--- src/rtl/pac_pkg.sv ---
package pac_pkg;
   localparam int unsigned PAC_ADDR_W   = 6;
   localparam int unsigned PAC_PAGE_W   = 3;
   localparam int unsigned PAC_DATA_W   = 8;
   localparam int unsigned PAC_CMD_W    = 6;
   localparam int unsigned PAC_CMD_ADDR = 1;

   typedef enum logic [1:0] {
      SEL_NONE = 2'd0,
      SEL_PAGE = 2'd1,
      SEL_CMD  = 2'd2
   } pac_sel_e;
endpackage

--- src/rtl/pac_page_reg.sv ---
module pac_page_reg #(
   parameter int unsigned DATA_W = 8,
   parameter int unsigned PAGE_W = 3
) (
   input  logic              clk,
   input  logic              rst_n,
   input  logic              wr_i,
   input  logic [DATA_W-1:0] wdata_i,
   output logic              use_page_o,
   output logic [PAGE_W-1:0] page_o,
   output logic [DATA_W-1:0] rd_byte_o
);
   localparam int unsigned RSVD_W = DATA_W - PAGE_W - 1;

   initial begin
      if (DATA_W < PAGE_W + 2) $error("pac_page_reg: DATA_W too small for flag and page");
   end

   always_ff @(posedge clk or negedge rst_n) begin
      if (!rst_n) begin
         use_page_o <= 1'b1;
         page_o     <= '0;
      end else if (wr_i) begin
         use_page_o <= wdata_i[DATA_W-1];
         page_o     <= wdata_i[PAGE_W-1:0];
      end
   end

   assign rd_byte_o = {use_page_o, {RSVD_W{1'b0}}, page_o};

   AST_PAGE_WRITE_LOADS: assert property (@(posedge clk) disable iff (!rst_n)
      wr_i |=> (rd_byte_o == ($past(wdata_i) & {1'b1, {RSVD_W{1'b0}}, {PAGE_W{1'b1}}})));

   AST_PAGE_HOLDS: assert property (@(posedge clk) disable iff (!rst_n)
      !wr_i |=> $stable(rd_byte_o));
endmodule

--- src/rtl/pac_addr_mux.sv ---
module pac_addr_mux #(
   parameter int unsigned ADDR_W = 6,
   parameter int unsigned PAGE_W = 3
) (
   input  logic              use_page_i,
   input  logic [PAGE_W-1:0] page_i,
   input  logic [ADDR_W-1:0] host_addr_i,
   output logic [ADDR_W-1:0] eff_addr_o
);
   localparam int unsigned LOW_W = ADDR_W - PAGE_W;

   initial begin
      if (LOW_W < 1) $error("pac_addr_mux: ADDR_W must exceed PAGE_W");
   end

   always_comb begin
      if (use_page_i) eff_addr_o = {page_i, host_addr_i[LOW_W-1:0]};
      else            eff_addr_o = host_addr_i;
   end

   always_comb begin
      if (!use_page_i) AST_UNPAGED_PASS: assert (eff_addr_o == host_addr_i);
   end
endmodule

--- src/rtl/pac_cmd_reg.sv ---
module pac_cmd_reg #(
   parameter int unsigned DATA_W = 8,
   parameter int unsigned CMD_W  = 6
) (
   input  logic              clk,
   input  logic              rst_n,
   input  logic              wr_i,
   input  logic [DATA_W-1:0] wdata_i,
   input  logic              done_i,
   input  logic              busy_i,
   output logic [CMD_W-1:0]  code_o,
   output logic              start_o,
   output logic [DATA_W-1:0] rd_byte_o
);
   localparam int unsigned PAD_W = DATA_W - CMD_W - 1;

   initial begin
      if (DATA_W < CMD_W + 2) $error("pac_cmd_reg: DATA_W too small for busy and code");
   end

   always_ff @(posedge clk or negedge rst_n) begin
      if (!rst_n) begin
         code_o  <= '0;
         start_o <= 1'b0;
      end else begin
         start_o <= wr_i;
         if (wr_i)        code_o <= wdata_i[CMD_W-1:0];
         else if (done_i) code_o <= '0;
      end
   end

   assign rd_byte_o = {busy_i, {PAD_W{1'b0}}, code_o};

   AST_CMD_WRITE_WINS: assert property (@(posedge clk) disable iff (!rst_n)
      wr_i |=> (code_o == $past(wdata_i[CMD_W-1:0])) && start_o);

   AST_CMD_DONE_CLEARS: assert property (@(posedge clk) disable iff (!rst_n)
      (done_i && !wr_i) |=> (code_o == '0) && !start_o);
endmodule

--- src/rtl/paged_addr_composer.sv ---
module paged_addr_composer
   import pac_pkg::*;
#(
   parameter int unsigned ADDR_W   = PAC_ADDR_W,
   parameter int unsigned PAGE_W   = PAC_PAGE_W,
   parameter int unsigned DATA_W   = PAC_DATA_W,
   parameter int unsigned CMD_W    = PAC_CMD_W,
   parameter int unsigned CMD_ADDR = PAC_CMD_ADDR,
   parameter bit          RD_REG   = 1'b1
) (
   input  logic              clk,
   input  logic              rst_n,
   input  logic [ADDR_W-1:0] host_addr_i,
   input  logic              wr_i,
   input  logic              rd_i,
   input  logic [DATA_W-1:0] wdata_i,
   output logic [DATA_W-1:0] rdata_o,
   output logic [ADDR_W-1:0] eff_addr_o,
   input  logic              det_busy_i,
   input  logic              cmd_done_i,
   output logic [CMD_W-1:0]  cmd_code_o,
   output logic              cmd_start_o
);
   localparam int unsigned LOW_W = ADDR_W - PAGE_W;

   initial begin
      if (CMD_ADDR % (1 << LOW_W) == 0) $error("composer: CMD_ADDR collides with a page mirror");
      if (CMD_ADDR >= (1 << ADDR_W))    $error("composer: CMD_ADDR outside address space");
   end

   logic              use_page;
   logic [PAGE_W-1:0] page;
   logic [DATA_W-1:0] page_byte, cmd_byte, rd_next;
   pac_sel_e          sel;

   always_comb begin
      if (eff_addr_o[LOW_W-1:0] == '0)              sel = SEL_PAGE;
      else if (eff_addr_o == ADDR_W'(CMD_ADDR))     sel = SEL_CMD;
      else                                          sel = SEL_NONE;
   end

   pac_page_reg #(.DATA_W(DATA_W), .PAGE_W(PAGE_W)) u_page (
      .clk        (clk),
      .rst_n      (rst_n),
      .wr_i       (wr_i && (sel == SEL_PAGE)),
      .wdata_i    (wdata_i),
      .use_page_o (use_page),
      .page_o     (page),
      .rd_byte_o  (page_byte)
   );

   pac_addr_mux #(.ADDR_W(ADDR_W), .PAGE_W(PAGE_W)) u_mux (
      .use_page_i  (use_page),
      .page_i      (page),
      .host_addr_i (host_addr_i),
      .eff_addr_o  (eff_addr_o)
   );

   pac_cmd_reg #(.DATA_W(DATA_W), .CMD_W(CMD_W)) u_cmd (
      .clk       (clk),
      .rst_n     (rst_n),
      .wr_i      (wr_i && (sel == SEL_CMD)),
      .wdata_i   (wdata_i),
      .done_i    (cmd_done_i),
      .busy_i    (det_busy_i),
      .code_o    (cmd_code_o),
      .start_o   (cmd_start_o),
      .rd_byte_o (cmd_byte)
   );

   always_comb begin
      unique case (sel)
         SEL_PAGE: rd_next = page_byte;
         SEL_CMD:  rd_next = cmd_byte;
         default:  rd_next = '0;
      endcase
   end

   generate
      if (RD_REG) begin : g_rd_reg
         always_ff @(posedge clk or negedge rst_n) begin
            if (!rst_n)    rdata_o <= '0;
            else if (rd_i) rdata_o <= rd_next;
         end

         AST_MIRROR_READ: assert property (@(posedge clk) disable iff (!rst_n)
            (rd_i && !wr_i && (host_addr_i[LOW_W-1:0] == '0) && !use_page)
            |=> (rdata_o == $past(page_byte)));

         AST_UNMAPPED_ZERO: assert property (@(posedge clk) disable iff (!rst_n)
            (rd_i && (eff_addr_o[LOW_W-1:0] != '0) && (eff_addr_o != ADDR_W'(CMD_ADDR)))
            |=> (rdata_o == '0));
      end else begin : g_rd_comb
         assign rdata_o = rd_i ? rd_next : '0;
      end
   endgenerate
endmodule

--- config.mk ---
export PLATFORM = sky130hd
export DESIGN_NAME = paged_addr_composer
export DESIGN_NICKNAME = d
export VERILOG_FILES = /design/src/rtl/pac_pkg.sv /design/src/rtl/pac_page_reg.sv /design/src/rtl/pac_addr_mux.sv /design/src/rtl/pac_cmd_reg.sv /design/src/rtl/paged_addr_composer.sv
export SDC_FILE = /design/constraint.sdc
export NUM_CORES = 1
export LEC_CHECK = 0
export ABC_AREA = 1
export BUFFER_PORTS_ARGS = -buffer_cell sky130_fd_sc_hd__buf_2
export CAP_MARGIN = 20
export CORE_UTILIZATION = 41
export DETAILED_ROUTE_END_ITERATION = 10
export PLACE_DENSITY = 0.77
export SKIP_LAST_GASP = 1
export SLEW_MARGIN = 20
export SYNTH_ARGS = -nofsm -noshare
export SYNTH_HDL_FRONTEND = slang
export SYNTH_SLANG_ARGS = --single-unit
--- constraint.sdc ---
create_clock -name clk -period 1.3 [get_ports clk]
set_input_delay 0.065 -clock clk [delete_from_list [all_inputs] [get_ports clk]]
set_output_delay 0.065 -clock clk [all_outputs]
set_load 0.005 [all_outputs]
==> flow_summary.ini <==
[sta]
fin_crit_sh = 1.05
maxSlewViolCount = 0
hold_viol = 0
setup_viol = 11
setup_tns_ns = -0.257
fin_skew_ns = 0.00170
timing.fmax_mhz = 736
min_period_ns = 1.36
setup_slack_ns = -0.0595
rsz0062_at_grt = yes

[grt]
grt_pass1_wl_um = 3510
first_global_vias = 794
grt_usage = 0.184
grt_max_degree = 19
grt-ovfl-total = 0
grt_antenna_before_repair = 0

[placed_design]
io_buffers = 38
placed_cell_area_um2 = 1100
post-place-ws_ns = -0.0112
gp_congestion = 0.815
dp_hpwl_um = 1440
place_inst = 168

[setup_path]
worstSetupPathType = flip-flop to primary output
crit_arrival_ns = 1.29
crit_required_ns = 1.24
end_kind = primary output
critPathMaxFanout = 3
start_kind = flip-flop

[finish]
finalNetCount = 178
area_growth_pct = 42.8
nFillCells = 171
final_cells = 184
layout-drive-gt1-share = 0.433
utilization = 0.640
design_area_um2 = 1290
num_antenna_cells = 0

[detailed_routing]
avgViaCountPerCell = 4.78
route.detailed.drc = 0
drt_wl_total_um = 2100
dr.max_layer_used = met4
final_antenna_net_count = 0
wl_met1_um = 843
wl_met3_um = 66
drtIter0Drc = 27
via_count = 880
wire_per_inst_um = 11.4
route.met2.wl_um = 1150
dr.pass1.iters = 4

[floorplan]
rows = 16
floorplan.initialDensity = 0.448
die_h_um = 49.0
fp.dieArea_um2 = 2400
coreArea_um2 = 2020
io_pins = 41
dieWidth_um = 49.0

[synth]
synthArstFlopShare = 1.00
synth_common_cells = nand2_1, dfrtp_1, inv_1, nand3_1, nor2_1
syn_area_per_cell_um2 = 8.47
netlist-cell-type-count = 17
synth_area_um2 = 906
synthTopCellsByArea = dfrtp_1, nand2_1, nand3_1, nor2_8, inv_1
yosys_warnings = 0
synth_nets = 127
synthFlopType = dfrtp_1
ys_ff_latch = 18
synth_most_common_cell = nand2_1
ys_seq_area_frac = 0.499
syn_inst = 107
synth-edff-count = 0
synth_top_area_cell = dfrtp_1
synth_top_area_frac = 0.470

[power]
powerDensity_nw_per_um2 = 1040
share_seq_of_total_power = 0.470
ir_worst_vdd_v = 0.000604
p_sw_frac = 0.302
p_leak_nw = 0.747
clkPwrFrac = 0.251
combPwrFrac = 0.279
switchingPower_mw = 0.408
internal_power_mw = 0.940

[clock_tree]
cts-buffers-inserted = 3
cts_max_level = 1
cts_tree = done
cts_sinks = 18
clock_latency_ns = 0.28
cts-root-buf = clkbuf_4
clockBufferDepth = 2
clk_pin_slew_ns = 0.10

[outcome]
status = finished, violations left
violations = setup timing

[run]
maxCapViolations = 0

[hold_path]
hold_path.class = input pin to flip-flop
-- state kept, by name, summed over array words and instances (netlist names) --
name	cells
u_cmd.start_o	1
rdata_o	7
u_cmd.code_o	6
u_page.use_page_o	1
u_page.page_o	3
-- cell usage in the layout, fill, tap and decap left out, types with 2 or more instances in the layout --
| cell type | instances |
|---|---|
| nand3_1 | 12 |
| clkbuf_4 | 3 |
| nand2_4 | 4 |
| dlygate4sd3_1 | 7 |
| buf_2 | 38 |
| a21oi_1 | 4 |
| inv_1 | 12 |
| o22ai_1 | 2 |
| nor2_8 | 3 |
| dfrtp_1 | 17 |
| a21oi_2 | 2 |
| nor2_1 | 7 |
| buf_4 | 6 |
| nand2_1 | 25 |
| nand2_2 | 7 |
-- power by group through the flow --
stage | Clock, mW | Combinational (mW) | Sequential [mW]
2_1_floorplan | 0 | 0.182 | 0.637
3_3_place_gp | 0 | 0.285 | 0.636
3_5_place_dp | 0 | 0.289 | 0.639
4_1_cts | 0.350 | 0.338 | 0.628
5_1_grt | 0.378 | 0.411 | 0.638
6_report | 0.339 | 0.376 | 0.634
-- logic make-up (layout without fill, tap and decap cells) --
group | after synthesis | count (layout) | synth area share
AND/OR/NAND/NOR | 59 | 59 | 0.341
AO/OA/AOI/OAI | 11 | 11 | 0.0649
flip-flops | 18 | 18 | 0.499
buffers and inverters | 18 | 68 | 0.0912
other | 1 | 1 | 0.00414
-- final cells by class --
type / instances / area [um^2] / area share
clock buffer: 4 / 36.3 / 0.0280
timing repair buffer: 51 / 305 / 0.236
multi-input combinational: 71 / 415 / 0.321
inverter: 13 / 51.3 / 0.0397
tap: 27 / 33.8 / 0.0261
sequential: 18 / 452 / 0.349
-- worst paths after layout --
path                                   start                 to  slack, ns  depth (start not counted)
max                        u_page.use_page_o      eff_addr_o[5]      -0.06                          4
min                               wdata_i[7]  u_page.use_page_o      0.004                          3
max in group asynchronous              rst_n  u_page.use_page_o       0.76                          2
max reg2reg                u_page.use_page_o    u_cmd.code_o[5]      -0.03                          8
min reg2reg                       rdata_o[1]         rdata_o[1]       0.52                          2
min in group asynchronous              rst_n         rdata_o[1]       0.22                          2
-- worst max-delay path, cell delays in order (launching register included) --
cell     delay (ns)
dfstp_2        0.57
buf_4          0.13
nand2_1        0.06
nand2_2        0.12
buf_2          0.13
-- routing by layer --
metal / GRT usage / up-vias
met2: 0.333 / 29
met4: 0.0588 / 0
met1: 0.230 / 414
li1: - / 431
met3: 0.0156 / 6
met5: 0 / -
-- per-stage QoR --
step,hold slack (ns),total power [mW]
floorplan,-0.231,0.819
global placement,0.000772,0.922
detailed placement,0.0148,0.928
CTS,0.00336,1.32
global route,0.00395,1.43
finish,0.00375,1.35
-- what timing repair did --
action	in CTS	in global routing
endpoints found under the hold margin	23	0
endpoints found under the setup margin	9	14
setup buffers	3	2
resized for setup	3	11
hold buffers	7	0
pin swaps	4	6
No activity file was read; power rests on OpenSTA's default activity.
